$ cat src/rtl/abd_pkg.sv
package abd_pkg;
  typedef enum logic [1:0] {
    ST_IDLE,
    ST_SEEK_START,
    ST_SEEK_RISE,
    ST_MEASURE
  } abd_state_t;

  // Extra divide steps above the fastest tick for each {wide, high_speed} code
  function automatic logic [3:0] mode_shift(input logic [1:0] m);
    case (m)
      2'b00:   mode_shift = 4'd4;
      2'b01:   mode_shift = 4'd3;
      2'b10:   mode_shift = 4'd2;
      default: mode_shift = 4'd0;
    endcase
  endfunction
endpackage

$ cat src/rtl/abd_sync.sv
module abd_sync #(
  parameter int STAGES = 2
) (
  input  logic clk,
  input  logic rst,
  input  logic line_i,
  output logic rise_o,
  output logic fall_o
);
  // STAGES synchronizer flops plus one history flop for edge detection
  logic [STAGES:0] sh;

  always_ff @(posedge clk) begin
    if (rst) sh <= '1;
    else     sh <= {sh[STAGES-1:0], line_i};
  end

  assign rise_o = sh[STAGES-1] & ~sh[STAGES];
  assign fall_o = ~sh[STAGES-1] & sh[STAGES];

  // an edge pulse lasts exactly one cycle
  a_r4_rise_single: assert property (@(posedge clk) disable iff (rst)
    rise_o |=> !rise_o);
endmodule

$ cat src/rtl/abd_prescaler.sv
module abd_prescaler #(
  parameter int BASE_LOG2 = 5
) (
  input  logic       clk,
  input  logic       rst,
  input  logic       restart_i,
  input  logic       run_i,
  input  logic [1:0] mode_i,
  output logic       tick_o
);
  import abd_pkg::*;
  localparam int PW = BASE_LOG2 + 5;

  logic [PW-1:0] pre;
  logic [PW-1:0] last;

  always_comb begin
    last = ({{(PW-1){1'b0}}, 1'b1} << (BASE_LOG2 + int'(mode_shift(mode_i)))) - 1'b1;
  end

  assign tick_o = run_i && (pre == last);

  always_ff @(posedge clk) begin
    if (rst || restart_i) pre <= '0;
    else if (run_i)       pre <= tick_o ? '0 : pre + 1'b1;
  end

  // after a tick the divider starts a fresh period
  a_r5_tick_wraps: assert property (@(posedge clk) disable iff (rst)
    (tick_o && !restart_i) |=> (pre == '0));
endmodule

$ cat src/rtl/abd_counter.sv
module abd_counter #(
  parameter int CNT_W = 16
) (
  input  logic             clk,
  input  logic             rst,
  input  logic             clr_i,
  input  logic             inc_i,
  output logic [CNT_W-1:0] cnt_o,
  output logic             ovf_o
);
  localparam logic [CNT_W-1:0] MAXV = '1;

  always_ff @(posedge clk) begin
    if (rst || clr_i) begin
      cnt_o <= '0;
      ovf_o <= 1'b0;
    end else if (inc_i) begin
      if (cnt_o == MAXV) ovf_o <= 1'b1;
      else               cnt_o <= cnt_o + 1'b1;
    end
  end

  // clear takes effect on the next cycle
  a_r3_clear: assert property (@(posedge clk) disable iff (rst)
    clr_i |=> (cnt_o == '0 && !ovf_o));
  // the count never wraps past its maximum
  a_r7_saturate: assert property (@(posedge clk) disable iff (rst)
    (cnt_o == MAXV && !clr_i) |=> (cnt_o == MAXV));
endmodule

$ cat src/rtl/autobaud_detector.sv
module autobaud_detector #(
  parameter int CNT_W       = 16,
  parameter int BASE_LOG2   = 5,
  parameter int SYNC_STAGES = 2,
  parameter int RISE_EDGES  = 5
) (
  input  logic             clk,
  input  logic             rst,
  input  logic             rx_i,
  input  logic             arm_i,
  input  logic             async_mode_i,
  input  logic             wake_en_i,
  input  logic [1:0]       mode_i,
  input  logic             rd_ack_i,
  output logic [CNT_W-1:0] divisor_o,
  output logic             busy_o,
  output logic             done_o,
  output logic             ovf_o
);
  import abd_pkg::*;
  localparam int RW = $clog2(RISE_EDGES + 1);
  localparam logic [RW-1:0] LAST_RISE = RW'(RISE_EDGES - 1);

  abd_state_t state;
  logic [1:0] mode_q;
  logic [RW-1:0] rises;
  logic rise, fall, tick, allowed, arm_ok, restart, measuring, cnt_inc;

  assign allowed   = async_mode_i & ~wake_en_i;
  assign arm_ok    = arm_i & allowed;
  assign measuring = (state == ST_MEASURE);
  assign restart   = arm_ok | ((state == ST_SEEK_RISE) & rise);
  assign cnt_inc   = tick & measuring & ~arm_ok;
  assign busy_o    = (state != ST_IDLE);

  abd_sync #(.STAGES(SYNC_STAGES)) u_sync (
    .clk(clk), .rst(rst), .line_i(rx_i), .rise_o(rise), .fall_o(fall)
  );

  abd_prescaler #(.BASE_LOG2(BASE_LOG2)) u_pre (
    .clk(clk), .rst(rst), .restart_i(restart), .run_i(measuring),
    .mode_i(mode_q), .tick_o(tick)
  );

  abd_counter #(.CNT_W(CNT_W)) u_cnt (
    .clk(clk), .rst(rst), .clr_i(arm_ok), .inc_i(cnt_inc),
    .cnt_o(divisor_o), .ovf_o(ovf_o)
  );

  always_ff @(posedge clk) begin
    if (rst) begin
      state  <= ST_IDLE;
      mode_q <= 2'b00;
      rises  <= '0;
      done_o <= 1'b0;
    end else if (arm_ok) begin
      state  <= ST_SEEK_START;
      mode_q <= mode_i;
      rises  <= '0;
      done_o <= 1'b0;
    end else begin
      if (rd_ack_i) done_o <= 1'b0;
      if (busy_o && !allowed) begin
        state <= ST_IDLE;
      end else begin
        case (state)
          ST_SEEK_START: if (fall) state <= ST_SEEK_RISE;
          ST_SEEK_RISE: if (rise) begin
            state <= ST_MEASURE;
            rises <= RW'(1);
          end
          ST_MEASURE: if (rise) begin
            if (rises == LAST_RISE) begin
              state  <= ST_IDLE;
              done_o <= 1'b1;
            end else begin
              rises <= rises + 1'b1;
            end
          end
          default: ;
        endcase
      end
    end
  end

  // a blocked arm leaves the block idle
  a_r2_blocked_arm: assert property (@(posedge clk) disable iff (rst)
    (arm_i && !allowed && !busy_o) |=> !busy_o);
  // completion and busy never overlap at the rising flag
  a_r6_done_ends_busy: assert property (@(posedge clk) disable iff (rst)
    $rose(done_o) |-> !busy_o);
  // the flag holds until acknowledged or re-armed
  a_r8_done_holds: assert property (@(posedge clk) disable iff (rst)
    (done_o && !rd_ack_i && !arm_i) |=> done_o);
  // losing permission abandons the measurement
  a_r9_abort: assert property (@(posedge clk) disable iff (rst)
    (busy_o && !allowed) |=> (!busy_o && !$rose(done_o)));
  // the result is frozen while idle
  a_r10_idle_stable: assert property (@(posedge clk) disable iff (rst)
    (!busy_o && !arm_i) |=> $stable(divisor_o));
endmodule

$ cat config.mk
export PLATFORM = sky130hd
export DESIGN_NAME = autobaud_detector
export DESIGN_NICKNAME = d
export VERILOG_FILES = /design/src/rtl/abd_pkg.sv /design/src/rtl/abd_sync.sv /design/src/rtl/abd_prescaler.sv /design/src/rtl/abd_counter.sv /design/src/rtl/autobaud_detector.sv
export SDC_FILE = /design/constraint.sdc
export NUM_CORES = 1
export LEC_CHECK = 0
export ABC_AREA = 1
export CAP_MARGIN = 5
export CORE_MARGIN = 10
export CORE_UTILIZATION = 40
export DETAILED_ROUTE_END_ITERATION = 10
export DONT_BUFFER_PORTS = 1
export GPL_TIMING_DRIVEN = 1
export SLEW_MARGIN = 10
export SYNTH_ARGS = -nofsm -noshare
export SYNTH_HDL_FRONTEND = slang
export SYNTH_SLANG_ARGS = --single-unit
$ cat constraint.sdc
create_clock -name clk -period 2.5 [get_ports clk]
set_input_delay 0.5 -clock clk [delete_from_list [all_inputs] [get_ports clk]]
set_output_delay 0.5 -clock clk [all_outputs]
set_load 0.02 [all_outputs]
==> metrics.md, run 1 <==
| Metric | Value |
|---|---|
| Status | finished, final reports clean |
| Crit path from | mode_q[0] |
| Dominant synthesized flop cell | dfxtp_1 |
| Number of flops mapped to enable cells by yosys | 0 |
| Tot GR Track Use | 0.117 |
| Post-Route WL | 4.89 mm |
| Post-cts resize count | 0 |
| Number of cell rows | 27 |
| Syn Nets | 345 |
| R2r startpoint | mode_q[0] |
| Standby leakage power | 0.000985 µW |
| Global placement routability congestion | 0.799 |
| DRC viols | 0 |
| Die ar. | 9040 µm² |
| DR vias/cell | 4.75 |
| Setup TNS | 0 ps |
| Multi-input gate area | 1270 µm² |
| Ports | 28 |
| Fin util | 0.444 |
| Crit Path Category | reg2reg |
| Fin crit period | 2150 ps |
| Mapped Cells | 328 |
| Design area | 2430 µm² |
| Core area | 5470 µm² |
| Fmax | 466 MHz |
| Final Max Slew Viols | 0 |
| Reg area | 761 µm² |
| Place WS | 408 ps |
| FF+latch count, synth | 38 |
| Peak VDD IR | 290 µV |
| Worst Path Required | 2680 ps |
| Port Buffers | 0 |
| Fillers | 575 |
| Area after DPL | 2330 µm² |
| Routed WL per cell | 12.0 µm |
| R2R Path End | u_cnt.cnt_o[5] |
| Area Overhead vs Synth | 7.77% |
| Largest net degree at the start of global routing | 17 |
| Synthesis warning total | 0 |
| Vias in the first global route | 1893 |
| Worst hold path type | in2reg |
| Avg Cell Area, Syn | 6.87 µm² |
| First-pass GRT wire length | 8.64 mm |
| Final #Nets | 352 |
| Worst-path maximum fanout | 6 |
| Grt ovf | 0 |
| R2R setup slack | 350 ps |
| Worst Path Arrival | 2330 ps |
| Cts hold-fix bufs | 0 |
| DIE HEIGHT | 95.1 µm |
| Total inserted antenna cells | 0 |
| DIE WIDTH | 95.1 µm |
| Reg2reg path depth | 13 |
| Worst slew pin tran | 524 ps |
| Root Buffer | clkbuf_8 |
| Post-CTS setup buffer count | 0 |
| Clock Skew | 8.36 ps |
| Initial antenna violation count | 0 |
| Fin. Hold Viols | 0 |
| Tcrit/Tclk final | 0.859 |
| RSZ-0062 raised after global routing | no |
| Type of destination of the critical path | register |
| Sequential share of the synthesized area | 0.337 |
| # H-tree levels | 2 |
| Max clock buf depth | 2 |
| CP Capture Point | u_cnt.cnt_o[5] |
| CTS clk-pin slew, worst paths | 80 ps |
| Post-DP HPWL | 3.77 mm |
| Clk_lat worst skew | 290 ps |
| Power density cells | 465 nW/µm² |
| Synthesized area | 2250 µm² |
| Final ANT Viol Nets | 0 |
| Final Setup Violations | 0 |
| Drt first pass iters | 4 |
| Max cap viols | 0 |
| Slew headroom | 0.650 |
| Worst Setup Start Kind | register |
| Final worst slack | 353 ps |
| Drt initial violations | 52 |
| Fraction of registers with async set/reset | 0 |
| Routed vias | 1940 |
| Layout cells sized above 1 | 0.107 |
| CTS tree | built |
| CTS Buf Count | 5 |
| Clock Sinks | 38 |
| Layout Cells excl Fill | 408 |
| Cells after DPL | 400 |
| Starting Density | 0.412 |
| Yosys cell types | 30 |
cell families (layout without fill, tap and decap cells):
| kind of cell | after synthesis | after routing | share of synthesized area |
|---|---|---|---|
| buf+inv | 55 | 63 | 0.101 |
| compound gates | 36 | 36 | 0.0855 |
| simple gates | 184 | 184 | 0.405 |
| flops | 38 | 38 | 0.337 |
| fa+ha+maj | 8 | 8 | 0.0444 |
| xor+xnor | 7 | 7 | 0.0272 |
metal layers:
| metal | track usage | vias to the layer above | wire (µm) |
|---|---|---|---|
| met5 | 0 | - | 0 |
| met3 | 0.0432 | 7 | 349 |
| met2 | 0.194 | 36 | 2270 |
| li1 | - | 1056 | - |
| met1 | 0.135 | 841 | 2190 |
| met4 | 0.0424 | 0 | 73 |
worst min-delay path by stage:
stage | startpoint | to | slack [ps] | depth (start not counted)
after detailed placement | u_sync.sh[0] | u_sync.sh[1] | 400 | 1
after floorplan | u_sync.sh[0] | u_sync.sh[1] | 390 | 1
after CTS | rst | state[0] | 250 | 1
final | rst | state[0] | 270 | 1
after global routing | rst | state[0] | 260 | 1
after global placement | u_sync.sh[0] | u_sync.sh[1] | 400 | 1
area by class of cell:
| cell class | count | share of cell area |
|---|---|---|
| timing repair buffer | 3 | 0.00927 |
| clock buffer | 6 | 0.0340 |
| sequential | 38 | 0.313 |
| tap | 72 | 0.0371 |
| inverter | 52 | 0.0803 |
| clock inverter | 2 | 0.00515 |
| multi-input combinational | 235 | 0.521 |
where the power goes:
| group | leakage [µW] | total, µW | internal (µW) | switching, µW |
|---|---|---|---|---|
| logic | 0.000631 | 67.7 | 19.3 | 48.4 |
| registers | 0.000307 | 615 | 609 | 5.78 |
| clock network | 0.0000472 | 447 | 222 | 226 |
state kept, by name, indices dropped and copies added, names as in the netlist:
name,count
u_sync.sh,3
rises,3
done_o,1
u_cnt.cnt_o,16
mode_q,2
u_cnt.ovf_o,1
u_pre.pre,10
state,2
cells in the mapped netlist, drive strengths merged (4+ instances only):
library cell,number,share of area
nand2,73,0.13
nor2,61,0.12
inv,52,0.087
dfxtp,38,0.34
a21oi,18,0.040
nand3,18,0.049
o21ai,13,0.029
nand4,12,0.047
nor3,11,0.024
ha,8,0.044
xor2,6,0.023
nor3b,5,0.021
or2,4,0.011
layout by cell type, fill, tap and decap left out, types with 8 or more instances in the layout:
cell type / synthesis / final
nand2_1: 69 / 69
nor3_1: 11 / 11
a21oi_1: 18 / 18
dfxtp_1: 38 / 38
ha_1: 8 / 8
nand4_1: 10 / 10
nor2_1: 54 / 54
inv_1: 50 / 50
o21ai_0: 9 / 9
nand3_1: 14 / 14
critical path, stage by stage (launching register included):
cell and delay [ps]:
dfxtp_1 460, inv_1 100, nor2_1 140, ha_1 250, inv_1 60, nand2_1 50, nand2_1 100, nand3_1 130
nand2_4 140, nand4_4 150, inv_1 110, nand2_1 100, o21ai_0 190, nor2_1 70
through the flow:
step	hold slack, ps	power [µW]
final	267	1130
after global routing	255	1190
after CTS	255	1150
after detailed placement	397	697
after global placement	396	696
after floorplan	389	686
Note: power is estimated with default switching activity, not from simulation.
==> run 2, diff against run 1 <==
--- a/config.mk
+++ b/config.mk
@@ -8,10 +8,12 @@
 export ABC_AREA = 1
 export CAP_MARGIN = 5
 export CORE_MARGIN = 10
-export CORE_UTILIZATION = 40
+export CORE_UTILIZATION = 55
+export CTS_CLUSTER_SIZE = 25
 export DETAILED_ROUTE_END_ITERATION = 10
 export DONT_BUFFER_PORTS = 1
 export GPL_TIMING_DRIVEN = 1
+export PLACE_DENSITY = 0.7
 export SLEW_MARGIN = 10
 export SYNTH_ARGS = -nofsm -noshare
 export SYNTH_HDL_FRONTEND = slang
==> metrics.md, run 2 (synthesis results as in run 1) <==
| Metric | Value |
|---|---|
| CTS tree | built |
| Status | finished, final reports clean |
| Final Setup Violations | 0 |
| Layout Cells excl Fill | 383 |
| Post-cts resize count | 0 |
| Standby leakage power | 0.000984 µW |
| Area Overhead vs Synth | 6.66% |
| Fin. Hold Viols | 0 |
| Tcrit/Tclk final | 0.837 |
| Most common cell after layout, fill and taps aside | nand2_1 |
| Critical path depth | 13 |
| Drt first pass iters | 4 |
| Die ar. | 7060 µm² |
| Fin crit period | 2090 ps |
| Final #Nets | 350 |
| Setup TNS | 0 ps |
| RSZ-0062 raised after global routing | no |
| # H-tree levels | 2 |
| DR vias/cell | 5.11 |
| Final worst slack | 406 ps |
| Peak VDD IR | 330 µV |
| Worst Path Arrival | 2340 ps |
| Slew headroom | 0.642 |
| Routed WL per cell | 12.6 µm |
| Root Buffer | clkbuf_8 |
| Type of destination of the critical path | register |
| Ports | 28 |
| Tot GR Track Use | 0.139 |
| R2R setup slack | 410 ps |
| Core area | 3970 µm² |
| Max reg flops | 16 |
| Worst hold path type | in2reg |
| Fin util | 0.606 |
| Reg2reg path depth | 13 |
| Total inserted antenna cells | 0 |
| Vias in the first global route | 1919 |
| R2R Path End | u_pre.pre[7] |
| Drt initial violations | 90 |
| Top cell family by delay on the critical path | simple AND/OR/NAND/NOR gates |
| Fmax | 478 MHz |
| First-pass GRT wire length | 8.31 mm |
| Power density cells | 510 nW/µm² |
| Worst Setup Start Kind | register |
| Post-CTS setup buffer count | 0 |
| Grt ovf | 0 |
| Worst slew pin tran | 536 ps |
| Final ANT Viol Nets | 0 |
| Max cap viols | 0 |
| DIE HEIGHT | 84.0 µm |
| Cells after DPL | 376 |
| Place WS | 404 ps |
| Largest net degree at the start of global routing | 17 |
| Biggest regs | u_cnt.cnt_o: 16 flops, u_pre.pre: 10 flops |
| Buf+Inv Stages, Crit Path | 2 |
| Global placement routability congestion | 0.869 |
| Largest Register | u_cnt.cnt_o |
| Initial antenna violation count | 0 |
| Post-Route WL | 4.81 mm |
| Post-DP HPWL | 3.67 mm |
| Port Buffers | 0 |
| Commonest cells after routing, fill and taps aside | nand2_1 (69), nor2_1 (54), inv_1 (50) |
| Number of cell rows | 23 |
| Slowest CP cell | dfxtp_1 |
| Clk_lat worst skew | 300 ps |
| Slowest cell delay on critical path | 450 ps |
| Clock Sinks | 38 |
| Final Max Slew Viols | 0 |
| CP Capture Point | u_pre.pre[7] |
| Routed vias | 1957 |
| DRC viols | 0 |
| CTS Buf Count | 5 |
| Clock Skew | 7.51 ps |
| Crit Path Category | reg2reg |
| Worst-path maximum fanout | 8 |
| DIE WIDTH | 84.0 µm |
| Starting Density | 0.568 |
| R2r startpoint | mode_q[0] |
| Layout cells sized above 1 | 0.0991 |
| Cts hold-fix bufs | 0 |
| Most frequent CP cell | nand2_1 |
| Crit path cell chain | inv_1, nor2_1, ha_1, inv_1, nand2_1, nand2_1, nand2_1, nand2_1, nand2_4, nand2_1, nand2_1, a21oi_1, o21a_1 |
| Crit path from | mode_q[0] |
| Worst Path Required | 2740 ps |
| Max clock buf depth | 2 |
| CTS clk-pin slew, worst paths | 70 ps |
-- run 2: cell types whose count changed in the layout (fill, tap and decap cells not counted) --
| cell | change |
|---|---|
| clkinv_2 | -1 |
| clkinvlp_4 | -1 |
| bufinv_16 | +1 |
| buf_4 | -2 |
-- run 2: final cells by class --
type	instances	area (µm²)
inverters	52	195
clock inverters	1	30.0
clock buffers	6	82.6
flip-flops and latches	38	761
repair buffers	1	7.51
multi-input cells	235	1270
well taps	50	62.6
fillers	380	1570
-- run 2: metrics by stage --
stage          power (µW)  hold slack (ps)  cell area (µm²)
6_report             1230              265             2400
5_1_grt              1260              259             2400
4_1_cts              1230              265             2400
3_5_place_dp          697              397             2290
3_3_place_gp          695              391             2290
2_1_floorplan         686              389             2250
-- run 2: where the power goes --
group	total [µW]	leakage [µW]	switching, µW	internal (µW)
combinational	67.2	0.000620	47.8	19.4
sequential	615	0.000307	5.36	609
clock	544	0.0000573	225	319
total	1230	0.000984	278	948
-- run 2: worst min-delay path by stage --
stage                 startpoint            to  slack [ps]  depth (start not counted)
floorplan           u_sync.sh[0]  u_sync.sh[1]         390                          1
global placement    u_sync.sh[0]  u_sync.sh[1]         390                          1
detailed placement  u_sync.sh[0]  u_sync.sh[1]         400                          1
CTS                          rst      state[0]         270                          1
global route                 rst      state[0]         260                          1
finish                       rst      state[0]         260                          1
-- run 2: layer usage --
| layer | track usage | share of wire |
|---|---|---|
| met1 | 0.163 | 0.49 |
| met2 | 0.222 | 0.44 |
| met3 | 0.0576 | 0.051 |
| met4 | 0.0426 | 0.017 |
| met5 | 0 | 0 |
-- run 2: worst reg2reg max path: cells and delay by family (launching register included) --
kind | cells | cell delay [ps]
AND/OR/NAND/NOR | 8 | 860
flip-flops | 1 | 450
AO/OA/AOI/OAI | 2 | 330
adder cells (fa/ha/maj) | 1 | 250
buffers and inverters | 2 | 140
